[src/rtl/tmr_chan_pkg.sv]
package tmr_chan_pkg;

  typedef enum logic [1:0] {
    CK_CAP  = 2'd0,
    CK_OC   = 2'd1,
    CK_EPWM = 2'd2,
    CK_CPWM = 2'd3
  } chan_kind_e;

  localparam logic [1:0] ADR_STAT = 2'd0;
  localparam logic [1:0] ADR_VHI  = 2'd1;
  localparam logic [1:0] ADR_VLO  = 2'd2;

  localparam int ST_FLAG_BIT = 7;
  localparam int ST_MODE_LSB = 2;
  localparam int ST_EDGE_LSB = 0;

  localparam logic [1:0] EL_OFF  = 2'b00;
  localparam logic [1:0] EL_TGL  = 2'b01;
  localparam logic [1:0] EL_CLR  = 2'b10;
  localparam logic [1:0] EL_SET  = 2'b11;

  function automatic chan_kind_e decode_kind(input logic center, input logic [1:0] mode);
    chan_kind_e k;
    if (center)              k = CK_CPWM;
    else if (mode == 2'b00)  k = CK_CAP;
    else if (mode == 2'b01)  k = CK_OC;
    else                     k = CK_EPWM;
    return k;
  endfunction

endpackage

[src/rtl/tmr_chan_cap.sv]
module tmr_chan_cap
  import tmr_chan_pkg::*;
(
  input  logic       clk,
  input  logic       rst_n,
  input  logic       enable,
  input  logic [1:0] edge_sel,
  input  logic       pin,
  output logic       cap_ev
);

  logic prev_q;
  logic rise;
  logic fall;

  always_ff @(posedge clk or negedge rst_n) begin
    if (!rst_n) prev_q <= 1'b0;
    else        prev_q <= pin;
  end

  always_comb begin
    rise   = pin & ~prev_q;
    fall   = ~pin & prev_q;
    cap_ev = enable & ((edge_sel[0] & rise) | (edge_sel[1] & fall));
  end

endmodule

[src/rtl/tmr_chan_cmp.sv]
module tmr_chan_cmp
  import tmr_chan_pkg::*;
#(
  parameter int VAL_W = 16
)
(
  input  logic             clk,
  input  logic             rst_n,
  input  chan_kind_e       kind,
  input  logic [1:0]       edge_sel,
  input  logic [VAL_W-1:0] cnt_val,
  input  logic             cnt_up,
  input  logic             cnt_wrap,
  input  logic [VAL_W-1:0] cmp_val,
  output logic             cmp_ev,
  output logic             pin_q
);

  logic match;
  logic pin_d;
  logic hi_true;

  always_comb begin
    match   = (kind != CK_CAP) && (cnt_val == cmp_val);
    hi_true = (edge_sel == EL_CLR);
    cmp_ev  = match;
    pin_d   = pin_q;
    if (edge_sel != EL_OFF) begin
      unique case (kind)
        CK_OC: begin
          if (match) begin
            if (edge_sel == EL_TGL) pin_d = ~pin_q;
            else                    pin_d = (edge_sel == EL_SET);
          end
        end
        CK_EPWM: begin
          if (match)         pin_d = ~hi_true;
          else if (cnt_wrap) pin_d = hi_true;
        end
        CK_CPWM: begin
          if (match) pin_d = cnt_up ? ~hi_true : hi_true;
        end
        default: pin_d = pin_q;
      endcase
    end
  end

  always_ff @(posedge clk or negedge rst_n) begin
    if (!rst_n) pin_q <= 1'b0;
    else        pin_q <= pin_d;
  end

  assert_oc_hold_R5: assert property (@(posedge clk) disable iff (!rst_n)
    (kind == CK_OC && cnt_val != cmp_val) |=> $stable(pin_q));

  assert_epwm_hitrue_clear_R6: assert property (@(posedge clk) disable iff (!rst_n)
    (kind == CK_EPWM && edge_sel == 2'b10 && cnt_val == cmp_val) |=> !pin_q);

  assert_cpwm_up_clear_R7: assert property (@(posedge clk) disable iff (!rst_n)
    (kind == CK_CPWM && edge_sel == 2'b10 && cnt_up && cnt_val == cmp_val) |=> !pin_q);

endmodule

[src/rtl/tmr_chan_regif.sv]
module tmr_chan_regif
  import tmr_chan_pkg::*;
#(
  parameter int BUS_W = 8
)
(
  input  logic               clk,
  input  logic               rst_n,
  input  logic [1:0]         bus_addr,
  input  logic               bus_rd,
  input  logic               bus_wr,
  input  logic [BUS_W-1:0]   bus_wdata,
  output logic [BUS_W-1:0]   bus_rdata,
  input  chan_kind_e         kind,
  input  logic               cap_ev,
  input  logic               cmp_ev,
  input  logic [2*BUS_W-1:0] cnt_val,
  output logic [1:0]         mode_o,
  output logic [1:0]         edge_o,
  output logic [2*BUS_W-1:0] val_o,
  output logic               flag_o
);

  localparam int VAL_W = 2 * BUS_W;

  logic [1:0]       mode_q, mode_d;
  logic [1:0]       edge_q, edge_d;
  logic             flag_q, flag_d;
  logic             arm_q, arm_d;
  logic [VAL_W-1:0] val_q, val_d;
  logic [VAL_W-1:0] stg_q, stg_d;
  logic             got_hi_q, got_hi_d;
  logic             got_lo_q, got_lo_d;
  logic             lock_q, lock_d;
  logic             first_hi_q, first_hi_d;
  logic [VAL_W-1:0] frz_q, frz_d;

  logic wr_st, wr_hi, wr_lo, rd_st, rd_hi, rd_lo, is_cap;
  logic [VAL_W-1:0] rd_src;
  logic [BUS_W-1:0] stat;

  always_comb begin
    wr_st  = bus_wr && (bus_addr == ADR_STAT);
    wr_hi  = bus_wr && (bus_addr == ADR_VHI);
    wr_lo  = bus_wr && (bus_addr == ADR_VLO);
    rd_st  = bus_rd && (bus_addr == ADR_STAT);
    rd_hi  = bus_rd && (bus_addr == ADR_VHI);
    rd_lo  = bus_rd && (bus_addr == ADR_VLO);
    is_cap = (kind == CK_CAP);
  end

  always_comb begin
    mode_d     = mode_q;
    edge_d     = edge_q;
    flag_d     = flag_q;
    arm_d      = arm_q;
    val_d      = val_q;
    stg_d      = stg_q;
    got_hi_d   = got_hi_q;
    got_lo_d   = got_lo_q;
    lock_d     = lock_q;
    first_hi_d = first_hi_q;
    frz_d      = frz_q;

    if (wr_st) begin
      mode_d = bus_wdata[ST_MODE_LSB +: 2];
      edge_d = bus_wdata[ST_EDGE_LSB +: 2];
      arm_d  = 1'b0;
      if (!bus_wdata[ST_FLAG_BIT] && arm_q) flag_d = 1'b0;
    end else if (rd_st && flag_q) begin
      arm_d = 1'b1;
    end
    if (cap_ev || cmp_ev) flag_d = 1'b1;

    if (!is_cap && wr_hi) begin
      stg_d[VAL_W-1:BUS_W] = bus_wdata;
      if (got_lo_q) begin
        val_d    = {bus_wdata, stg_q[BUS_W-1:0]};
        got_hi_d = 1'b0;
        got_lo_d = 1'b0;
      end else begin
        got_hi_d = 1'b1;
      end
    end
    if (!is_cap && wr_lo) begin
      stg_d[BUS_W-1:0] = bus_wdata;
      if (got_hi_q) begin
        val_d    = {stg_q[VAL_W-1:BUS_W], bus_wdata};
        got_hi_d = 1'b0;
        got_lo_d = 1'b0;
      end else begin
        got_lo_d = 1'b1;
      end
    end
    if (cap_ev) val_d = cnt_val;

    if (!is_cap) begin
      lock_d = 1'b0;
    end else if (rd_hi || rd_lo) begin
      if (!lock_q) begin
        lock_d     = 1'b1;
        first_hi_d = rd_hi;
        frz_d      = val_q;
      end else if (rd_hi != first_hi_q) begin
        lock_d = 1'b0;
      end
    end
  end

  always_ff @(posedge clk or negedge rst_n) begin
    if (!rst_n) begin
      mode_q     <= '0;
      edge_q     <= '0;
      flag_q     <= 1'b0;
      arm_q      <= 1'b0;
      val_q      <= '0;
      stg_q      <= '0;
      got_hi_q   <= 1'b0;
      got_lo_q   <= 1'b0;
      lock_q     <= 1'b0;
      first_hi_q <= 1'b0;
      frz_q      <= '0;
    end else begin
      mode_q     <= mode_d;
      edge_q     <= edge_d;
      flag_q     <= flag_d;
      arm_q      <= arm_d;
      val_q      <= val_d;
      stg_q      <= stg_d;
      got_hi_q   <= got_hi_d;
      got_lo_q   <= got_lo_d;
      lock_q     <= lock_d;
      first_hi_q <= first_hi_d;
      frz_q      <= frz_d;
    end
  end

  always_comb begin
    rd_src = (is_cap && lock_q) ? frz_q : val_q;
    stat   = '0;
    stat[ST_FLAG_BIT]        = flag_q;
    stat[ST_MODE_LSB +: 2]   = mode_q;
    stat[ST_EDGE_LSB +: 2]   = edge_q;
    bus_rdata = '0;
    if (bus_rd) begin
      unique case (bus_addr)
        ADR_STAT: bus_rdata = stat;
        ADR_VHI:  bus_rdata = rd_src[VAL_W-1:BUS_W];
        ADR_VLO:  bus_rdata = rd_src[BUS_W-1:0];
        default:  bus_rdata = '0;
      endcase
    end
    mode_o = mode_q;
    edge_o = edge_q;
    val_o  = val_q;
    flag_o = flag_q;
  end

  assert_capture_loads_R4: assert property (@(posedge clk) disable iff (!rst_n)
    cap_ev |=> (val_q == $past(cnt_val)));

  assert_event_sets_flag_R9: assert property (@(posedge clk) disable iff (!rst_n)
    (cap_ev || cmp_ev) |=> flag_q);

  assert_half_write_holds_R10: assert property (@(posedge clk) disable iff (!rst_n)
    (wr_hi && !got_lo_q && !cap_ev) |=> $stable(val_q));

endmodule

[src/rtl/tmr_chan.sv]
module tmr_chan
  import tmr_chan_pkg::*;
#(
  parameter int BUS_W = 8
)
(
  input  logic               clk,
  input  logic               rst_n,
  input  logic [2*BUS_W-1:0] cnt_val,
  input  logic               cnt_up,
  input  logic               cnt_wrap,
  input  logic               ctr_aligned,
  input  logic               cap_pin,
  input  logic [1:0]         bus_addr,
  input  logic               bus_rd,
  input  logic               bus_wr,
  input  logic [BUS_W-1:0]   bus_wdata,
  output logic [BUS_W-1:0]   bus_rdata,
  output logic               pin_out,
  output logic               pin_oe,
  output logic               evt_flag
);

  localparam int VAL_W = 2 * BUS_W;

  logic [1:0]       mode_w;
  logic [1:0]       edge_w;
  logic [VAL_W-1:0] val_w;
  logic             cap_ev;
  logic             cmp_ev;
  logic             pin_q;
  chan_kind_e       kind;

  always_comb begin
    kind    = decode_kind(ctr_aligned, mode_w);
    pin_oe  = (edge_w != EL_OFF) && (kind != CK_CAP);
    pin_out = pin_oe & pin_q;
  end

  tmr_chan_regif #(.BUS_W(BUS_W)) u_regif (
    .clk       (clk),
    .rst_n     (rst_n),
    .bus_addr  (bus_addr),
    .bus_rd    (bus_rd),
    .bus_wr    (bus_wr),
    .bus_wdata (bus_wdata),
    .bus_rdata (bus_rdata),
    .kind      (kind),
    .cap_ev    (cap_ev),
    .cmp_ev    (cmp_ev),
    .cnt_val   (cnt_val),
    .mode_o    (mode_w),
    .edge_o    (edge_w),
    .val_o     (val_w),
    .flag_o    (evt_flag)
  );

  tmr_chan_cap u_cap (
    .clk      (clk),
    .rst_n    (rst_n),
    .enable   (kind == CK_CAP),
    .edge_sel (edge_w),
    .pin      (cap_pin),
    .cap_ev   (cap_ev)
  );

  tmr_chan_cmp #(.VAL_W(VAL_W)) u_cmp (
    .clk      (clk),
    .rst_n    (rst_n),
    .kind     (kind),
    .edge_sel (edge_w),
    .cnt_val  (cnt_val),
    .cnt_up   (cnt_up),
    .cnt_wrap (cnt_wrap),
    .cmp_val  (val_w),
    .cmp_ev   (cmp_ev),
    .pin_q    (pin_q)
  );

  assert_off_no_drive_R8: assert property (@(posedge clk) disable iff (!rst_n)
    (edge_w == 2'b00) |-> (!pin_oe && !pin_out));

endmodule

[config.mk]
export PLATFORM = sky130hd
export DESIGN_NAME = tmr_chan
export DESIGN_NICKNAME = d
export VERILOG_FILES = /design/src/rtl/tmr_chan_pkg.sv /design/src/rtl/tmr_chan_cap.sv /design/src/rtl/tmr_chan_cmp.sv /design/src/rtl/tmr_chan_regif.sv /design/src/rtl/tmr_chan.sv
export SDC_FILE = /design/constraint.sdc
export NUM_CORES = 1
export LEC_CHECK = 0
export ABC_AREA = 1
export BUFFER_PORTS_ARGS = -buffer_cell sky130_fd_sc_hd__buf_2
export CELL_PAD_IN_SITES_DETAIL_PLACEMENT = 1
export CELL_PAD_IN_SITES_GLOBAL_PLACEMENT = 1
export CORE_UTILIZATION = 35
export DETAILED_ROUTE_END_ITERATION = 6
export PLACE_DENSITY_LB_ADDON = 0.1
export SLEW_MARGIN = 0
export SYNTH_ARGS = -nofsm -noshare
export SYNTH_HDL_FRONTEND = slang
export SYNTH_SLANG_ARGS = --single-unit
[constraint.sdc]
create_clock -name clk -period 1.85 [get_ports clk]
set_input_delay 0.0925 -clock clk [delete_from_list [all_inputs] [get_ports clk]]
set_output_delay 0.0925 -clock clk [all_outputs]
set_load 0.01 [all_outputs]
==> metrics.yaml, run 1 <==
critical_path:
  critical_path.max_stage_delay_ps: 370
  end_kind: "flop"
  crit_fanout: 14
  worst_setup_path_start_kind: "flop"
  crit_required_ps: 2060
  crit_chain: "inv_2 -> nand3_4 -> clkinv_8 -> buf_6 -> nor3_4 -> nand2_4 -> buf_12 -> o211ai_1 -> a21oi_1"
  path_class: "flop to flop"
  arrival_ps: 2050
  r2r_cells: 9
  cp_slowest_cell: "dfrtp_1"
sta:
  rsz0062_at_grt: "true"
  fin_ws_ps: 6.10
  final-setup-viol-count: 0
  fin_hold_ws_ps: 35.0
  max-slew-margin-rel: 0.619
  worstMarginPinSlew_ps: 572
  period_needed_ps: 1840
  fin_setup_tns_ps: 0
  fin_crit_sh: 0.997
  skew_ps: 4.48
  hold_viol: 0
  max_freq_mhz: 542
  slew_viol_final: 0
die:
  die_w_um: 100
  die_area_sq_mm: 0.0100
  initial_core_util: 0.362
  ioPinCount: 45
  rows: 35
  die_y_um: 100
  fp.coreArea_sq_mm: 0.00928
power_and_ir_drop:
  finalPower_mw: 5.02
  p_leak_nw: 2.17
  power_density_mw_per_mm2: 1190
  vdd_drop_max_mv: 0.426
clock_network:
  root_buffer: "clkbuf_8"
  cts_sinks: 60
  numCtsBuffers: 9
  clkTransAtPathRegs_ps: 70
  insertion_delay_ps: 330
  cts_buffer_depth: 2
  htree_levels: 3
  cts_tree: "yes"
synthesis:
  synth_top_area_share: 0.446
  yosysWarnings: 0
  syn-num-nets: 494
  synth-seq-cells: 60
  yosys.area.top_type: "dfrtp_1"
  syn_avg_cell_area_sq_um: 7.31
  synthTopCellsByArea: "dfrtp_1 45%, nand2_1 13%, o21ai_0 11%"
  netlist_instances: 460
  yosysSeqAreaShare: 0.446
  ys_types: 29
  synth_edf_count: 0
  async_flop_share: 1.00
  ys.flop_type: "dfrtp_1"
  netlist_area_sq_mm: 0.00336
drt:
  routed_wl_mm: 11.0
  route.antenna.remaining_nets: 0
  viasPerCell: 4.96
  num_vias: 3294
  dr.pass1.iters: 4
  routedWlPerCell_um: 16.6
  drt_iter0_drc: 105
  drc: 0
finish:
  fin_nets: 566
  drive_gt1_frac: 0.207
  fill_cells: 1196
  antenna_cells: 0
  finalNonFillerCells: 664
  final_cell_area_sq_mm: 0.00423
  final_common_cell: "nand2_1"
  synthToLayoutAreaGrowth_pct: 25.7
  utilization: 0.456
  final_cell_mix: "115 x nand2_1, 64 x o21ai_0, 62 x inv_1"
placement:
  detailed_place_hpwl_mm: 7.82
  numPortBuffers: 44
  place_inst: 629
  place_congestion: 0.761
  place_ws_ps: -6.94
  placed_area_sq_mm: 0.00377
global_routing:
  grt_pass1_wl_mm: 17.7
  antenna_found_initial: 0
  grt_pass1_vias: 3430
  grt_max_degree: 40
  grt_overflow: 0
  track_usage: 0.231
outcome:
  status: "finished, final reports clean"
flow_run:
  drv_cap: 0
worst_hold_path:
  hold_path_depth: 3
  hold_path_class: "primary input to flop"
-- per-layer routing --
| layer | share of wire | global-route usage | vias to the layer above |
|---|---|---|---|
| met5 | 0 | 0 | - |
| met4 | 0.017 | 0.0803 | 0 |
| met3 | 0.027 | 0.0390 | 14 |
| met2 | 0.47 | 0.376 | 54 |
| met1 | 0.49 | 0.312 | 1590 |
| li1 | - | - | 1636 |
-- state kept, by name, summed over array words and instances (netlist names) --
name,cells
u_regif.arm_q,1
u_regif.got_hi_q,1
u_regif.stg_q,16
u_regif.flag_o,1
u_regif.frz_q,16
u_regif.mode_o,2
u_regif.lock_q,1
u_regif.first_hi_q,1
u_regif.edge_o,2
u_regif.val_o,16
u_regif.got_lo_q,1
u_cap.prev_q,1
u_cmp.pin_q,1
-- critical path: cells and delay by family, from the launching register on --
kind                   cells  cell delay [ps]
AOI/OAI and AO/OA          2              310
DFF                        1              370
and+or+nand+nor            3              530
buffers and inverters      4              500
-- Yosys cell counts (2+ instances only) --
master,count
nor3_4,2
buf_2,7
o31ai_1,2
nor2_1,36
clkbuf_1,5
o21ai_0,73
buf_6,3
inv_1,63
nand2_2,3
nand3_1,11
a22oi_2,3
o211ai_1,10
o22ai_1,3
a21oi_1,35
nand2_1,116
xnor2_1,4
o21ai_1,10
inv_2,4
dfrtp_1,60
-- logic make-up (layout without fill, tap and decap cells) --
logic type	after synthesis	after routing	synth area share
flops	60	60	0.446
buf+inv	84	156	0.104
xor+xnor	5	5	0.0130
compound gates	137	137	0.222
simple gates	174	177	0.215
-- path summary, 6_finish.rpt --
check                                           endpoint                     startpoint  slack (ps)
setup / recovery              u_regif.val_o[7]$_DFF_PN0_  u_regif.mode_o[0]$_DFFE_PN0P_           6
hold / removal             u_regif.mode_o[0]$_DFFE_PN0P_                   bus_wdata[2]          30
setup reg to reg              u_regif.val_o[7]$_DFF_PN0_  u_regif.mode_o[0]$_DFFE_PN0P_           6
hold reg to reg             u_regif.stg_q[3]$_DFFE_PN0N_   u_regif.stg_q[3]$_DFFE_PN0N_         490
max in group asynchronous    u_regif.val_o[10]$_DFF_PN0_                          rst_n         940
min in group asynchronous  u_regif.frz_q[12]$_DFFE_PN0P_                          rst_n         290
-- where the power goes --
group / internal (mW) / switching [mW]
Combinational: 0.687 / 1.14
Sequential: 1.79 / 0.304
Clock: 0.577 / 0.522
-- repair_timing --
action,CTS,global route
gates resized for setup,8,27
setup buffers,2,9
setup endpoints to repair,8,21
endpoints found under the hold margin,27,0
gates cloned,1,2
pin swaps,2,9
hold buffers,7,0
-- final cells by class --
type	instances	area (sq um)	area share
well taps	129	161	0.0382
flip-flops and latches	60	1500	0.355
repair buffers	74	495	0.117
clock inverters	2	10.0	0.00237
inverters	68	273	0.0645
multi-input cells	319	1620	0.383
clock buffers	12	165	0.0391
Note: power is estimated with default switching activity, not from simulation.
==> inputs of run 2 (changes only) <==
--- a/config.mk
+++ b/config.mk
@@ -9,9 +9,11 @@
 export BUFFER_PORTS_ARGS = -buffer_cell sky130_fd_sc_hd__buf_2
 export CELL_PAD_IN_SITES_DETAIL_PLACEMENT = 1
 export CELL_PAD_IN_SITES_GLOBAL_PLACEMENT = 1
+export CORE_MARGIN = 5
 export CORE_UTILIZATION = 35
 export DETAILED_ROUTE_END_ITERATION = 6
 export PLACE_DENSITY_LB_ADDON = 0.1
+export REMOVE_ABC_BUFFERS = 1
 export SLEW_MARGIN = 0
 export SYNTH_ARGS = -nofsm -noshare
 export SYNTH_HDL_FRONTEND = slang
==> run 2 against run 1 <==
  * Power decreased by 0.38%
  * Non-clock buffer count down 1
  * Cell count stayed put
  * Critical endpoint is now u_regif.val_o[1]$_DFF_PN0_
  * Via count up 0.46%
  * Sequential power barely moved
  * First-iteration DRC count grew 0.95%
  * Register-to-register slack better by 30 ps
  * Die area increased by 17%
==> metrics.yaml, run 2 (synthesis results as in run 1) <==
die:
  ioPinCount: 45
  initial_core_util: 0.362
  die_w_um: 108
  rows: 35
  die_y_um: 108
  fp.coreArea_sq_mm: 0.00928
  die_area_sq_mm: 0.0117
drt:
  route.antenna.remaining_nets: 0
  num_vias: 3309
  drt_iter0_drc: 106
  viasPerCell: 4.98
  drc: 0
  dr.pass1.iters: 4
  routedWlPerCell_um: 16.3
  routed_wl_mm: 10.8
critical_path:
  cp_slowest_cell: "dfrtp_1"
  worst_r2r_endpoint: "u_regif.val_o[1]$_DFF_PN0_"
  end_kind: "flop"
  crit_fanout: 26
  arrival_ps: 2070
  r2r_cells: 10
  cp_num_cells: 10
  cp-endpoint: "u_regif.val_o[1]$_DFF_PN0_"
  path_buf_inv: 4
  r2r_start: "u_regif.mode_o[0]$_DFFE_PN0P_"
  path_class: "flop to flop"
  worst_setup_path_start_kind: "flop"
  crit_family: "simple AND/OR/NAND/NOR gates"
  critical_path.max_stage_delay_ps: 360
  crit_required_ps: 2110
  crit_chain: "inv_2 -> nand3_4 -> clkinv_8 -> buf_4 -> nor3_4 -> nand2_4 -> buf_12 -> a21oi_1 -> nor2_1 -> o21ai_0"
  startpoint: "u_regif.mode_o[0]$_DFFE_PN0P_"
  reg2reg_slack_ps: 30
sta:
  worstMarginPinSlew_ps: 560
  fin_hold_ws_ps: 14.1
  slew_viol_final: 0
  max_freq_mhz: 551
  fin_setup_tns_ps: 0
  final-setup-viol-count: 0
  skew_ps: 3.42
  fin_ws_ps: 33.7
  max-slew-margin-rel: 0.626
  hold_viol: 0
  period_needed_ps: 1820
  rsz0062_at_grt: "true"
  fin_crit_sh: 0.982
placement:
  placed_area_sq_mm: 0.00380
  place_ws_ps: 24.8
  detailed_place_hpwl_mm: 7.82
  numPortBuffers: 44
  place_inst: 635
  place_congestion: 0.796
finish:
  utilization: 0.450
  final_common_cell: "nand2_1"
  final_cell_area_sq_mm: 0.00418
  synthToLayoutAreaGrowth_pct: 24.2
  fin_nets: 565
  antenna_cells: 0
  fill_cells: 1201
  drive_gt1_frac: 0.198
  final_cell_mix: "115 x nand2_1, 69 x o21ai_0, 62 x inv_1"
  finalNonFillerCells: 664
global_routing:
  grt_pass1_wl_mm: 17.5
  grt_pass1_vias: 3349
  antenna_found_initial: 0
  track_usage: 0.194
  grt_max_degree: 61
  grt_overflow: 0
outcome:
  status: "finished, final reports clean"
power_and_ir_drop:
  vdd_drop_max_mv: 0.450
  clkPwrFrac: 0.215
  p_int_mw: 3.05
  p_leak_nw: 2.16
  combPwrFrac: 0.369
  p_sw_mw: 1.96
  power_frac_seq: 0.416
  switching_share: 0.391
  finalPower_mw: 5.01
  power_density_mw_per_mm2: 1200
worst_hold_path:
  hold_path_class: "primary input to flop"
  hold_path_depth: 3
clock_network:
  cts_sinks: 60
  insertion_delay_ps: 340
  numCtsBuffers: 9
  root_buffer: "clkbuf_8"
  clkTransAtPathRegs_ps: 70
  cts_buffer_depth: 2
  cts_tree: "yes"
  htree_levels: 3
flow_run:
  drv_cap: 0
run 2: layout make-up:
class / instances / area [sq um] / share of cell area
Multi-Input combinational cell: 319 / 1600 / 0.382
Sequential cell: 60 / 1500 / 0.360
Timing Repair Buffer: 73 / 480 / 0.115
Inverter: 68 / 268 / 0.0641
Tap cell: 129 / 161 / 0.0386
Clock buffer: 13 / 159 / 0.0380
Clock inverter: 2 / 10.0 / 0.00240
run 2: power groups by stage:
stage / Combinational, mW / Clock [mW] / Sequential [mW]
2_1_floorplan: 1.13 / 0 / 2.02
3_3_place_gp: 1.72 / 0 / 2.07
3_5_place_dp: 1.76 / 0 / 2.10
4_1_cts: 1.82 / 1.11 / 2.08
5_1_grt: 2.09 / 1.17 / 2.13
6_report: 1.85 / 1.08 / 2.08
run 2: worst min-delay path by stage:
| stage | start | end |
|---|---|---|
| global route | cnt_val[9] | u_regif.val_o[9]$_DFF_PN0_ |
| CTS | cnt_val[0] | u_regif.val_o[0]$_DFF_PN0_ |
| global placement | rst_n | u_regif.frz_q[5]$_DFFE_PN0P_ |
| floorplan | rst_n | u_cap.prev_q$_DFF_PN0_ |
| finish | cnt_val[9] | u_regif.val_o[9]$_DFF_PN0_ |
| detailed placement | rst_n | u_regif.frz_q[13]$_DFFE_PN0P_ |
run 2: what timing repair did:
| item | in CTS | in global routing |
|---|---|---|
| resized for setup | 5 | 18 |
| pin swaps | 0 | 8 |
| endpoints found under the hold margin | 66 | 0 |
| buffers inserted | 3 | 1 |
| hold buffers | 7 | 0 |
| endpoints found under the setup margin | 8 | 10 |
| gates cloned | 1 | 2 |
run 2: metal layers:
layer / vias to the layer above / part of all wire / global-route usage
met1: 1612 / 0.48 / 0.268
met3: 10 / 0.032 / 0.0299
li1: 1627 / - / -
met2: 60 / 0.47 / 0.319
met5: - / 0 / 0
met4: 0 / 0.012 / 0.0532
run 2: worst min-delay path: stages:
cell and delay, ps:
buf_2 100, inv_1 60, a21oi_1 60
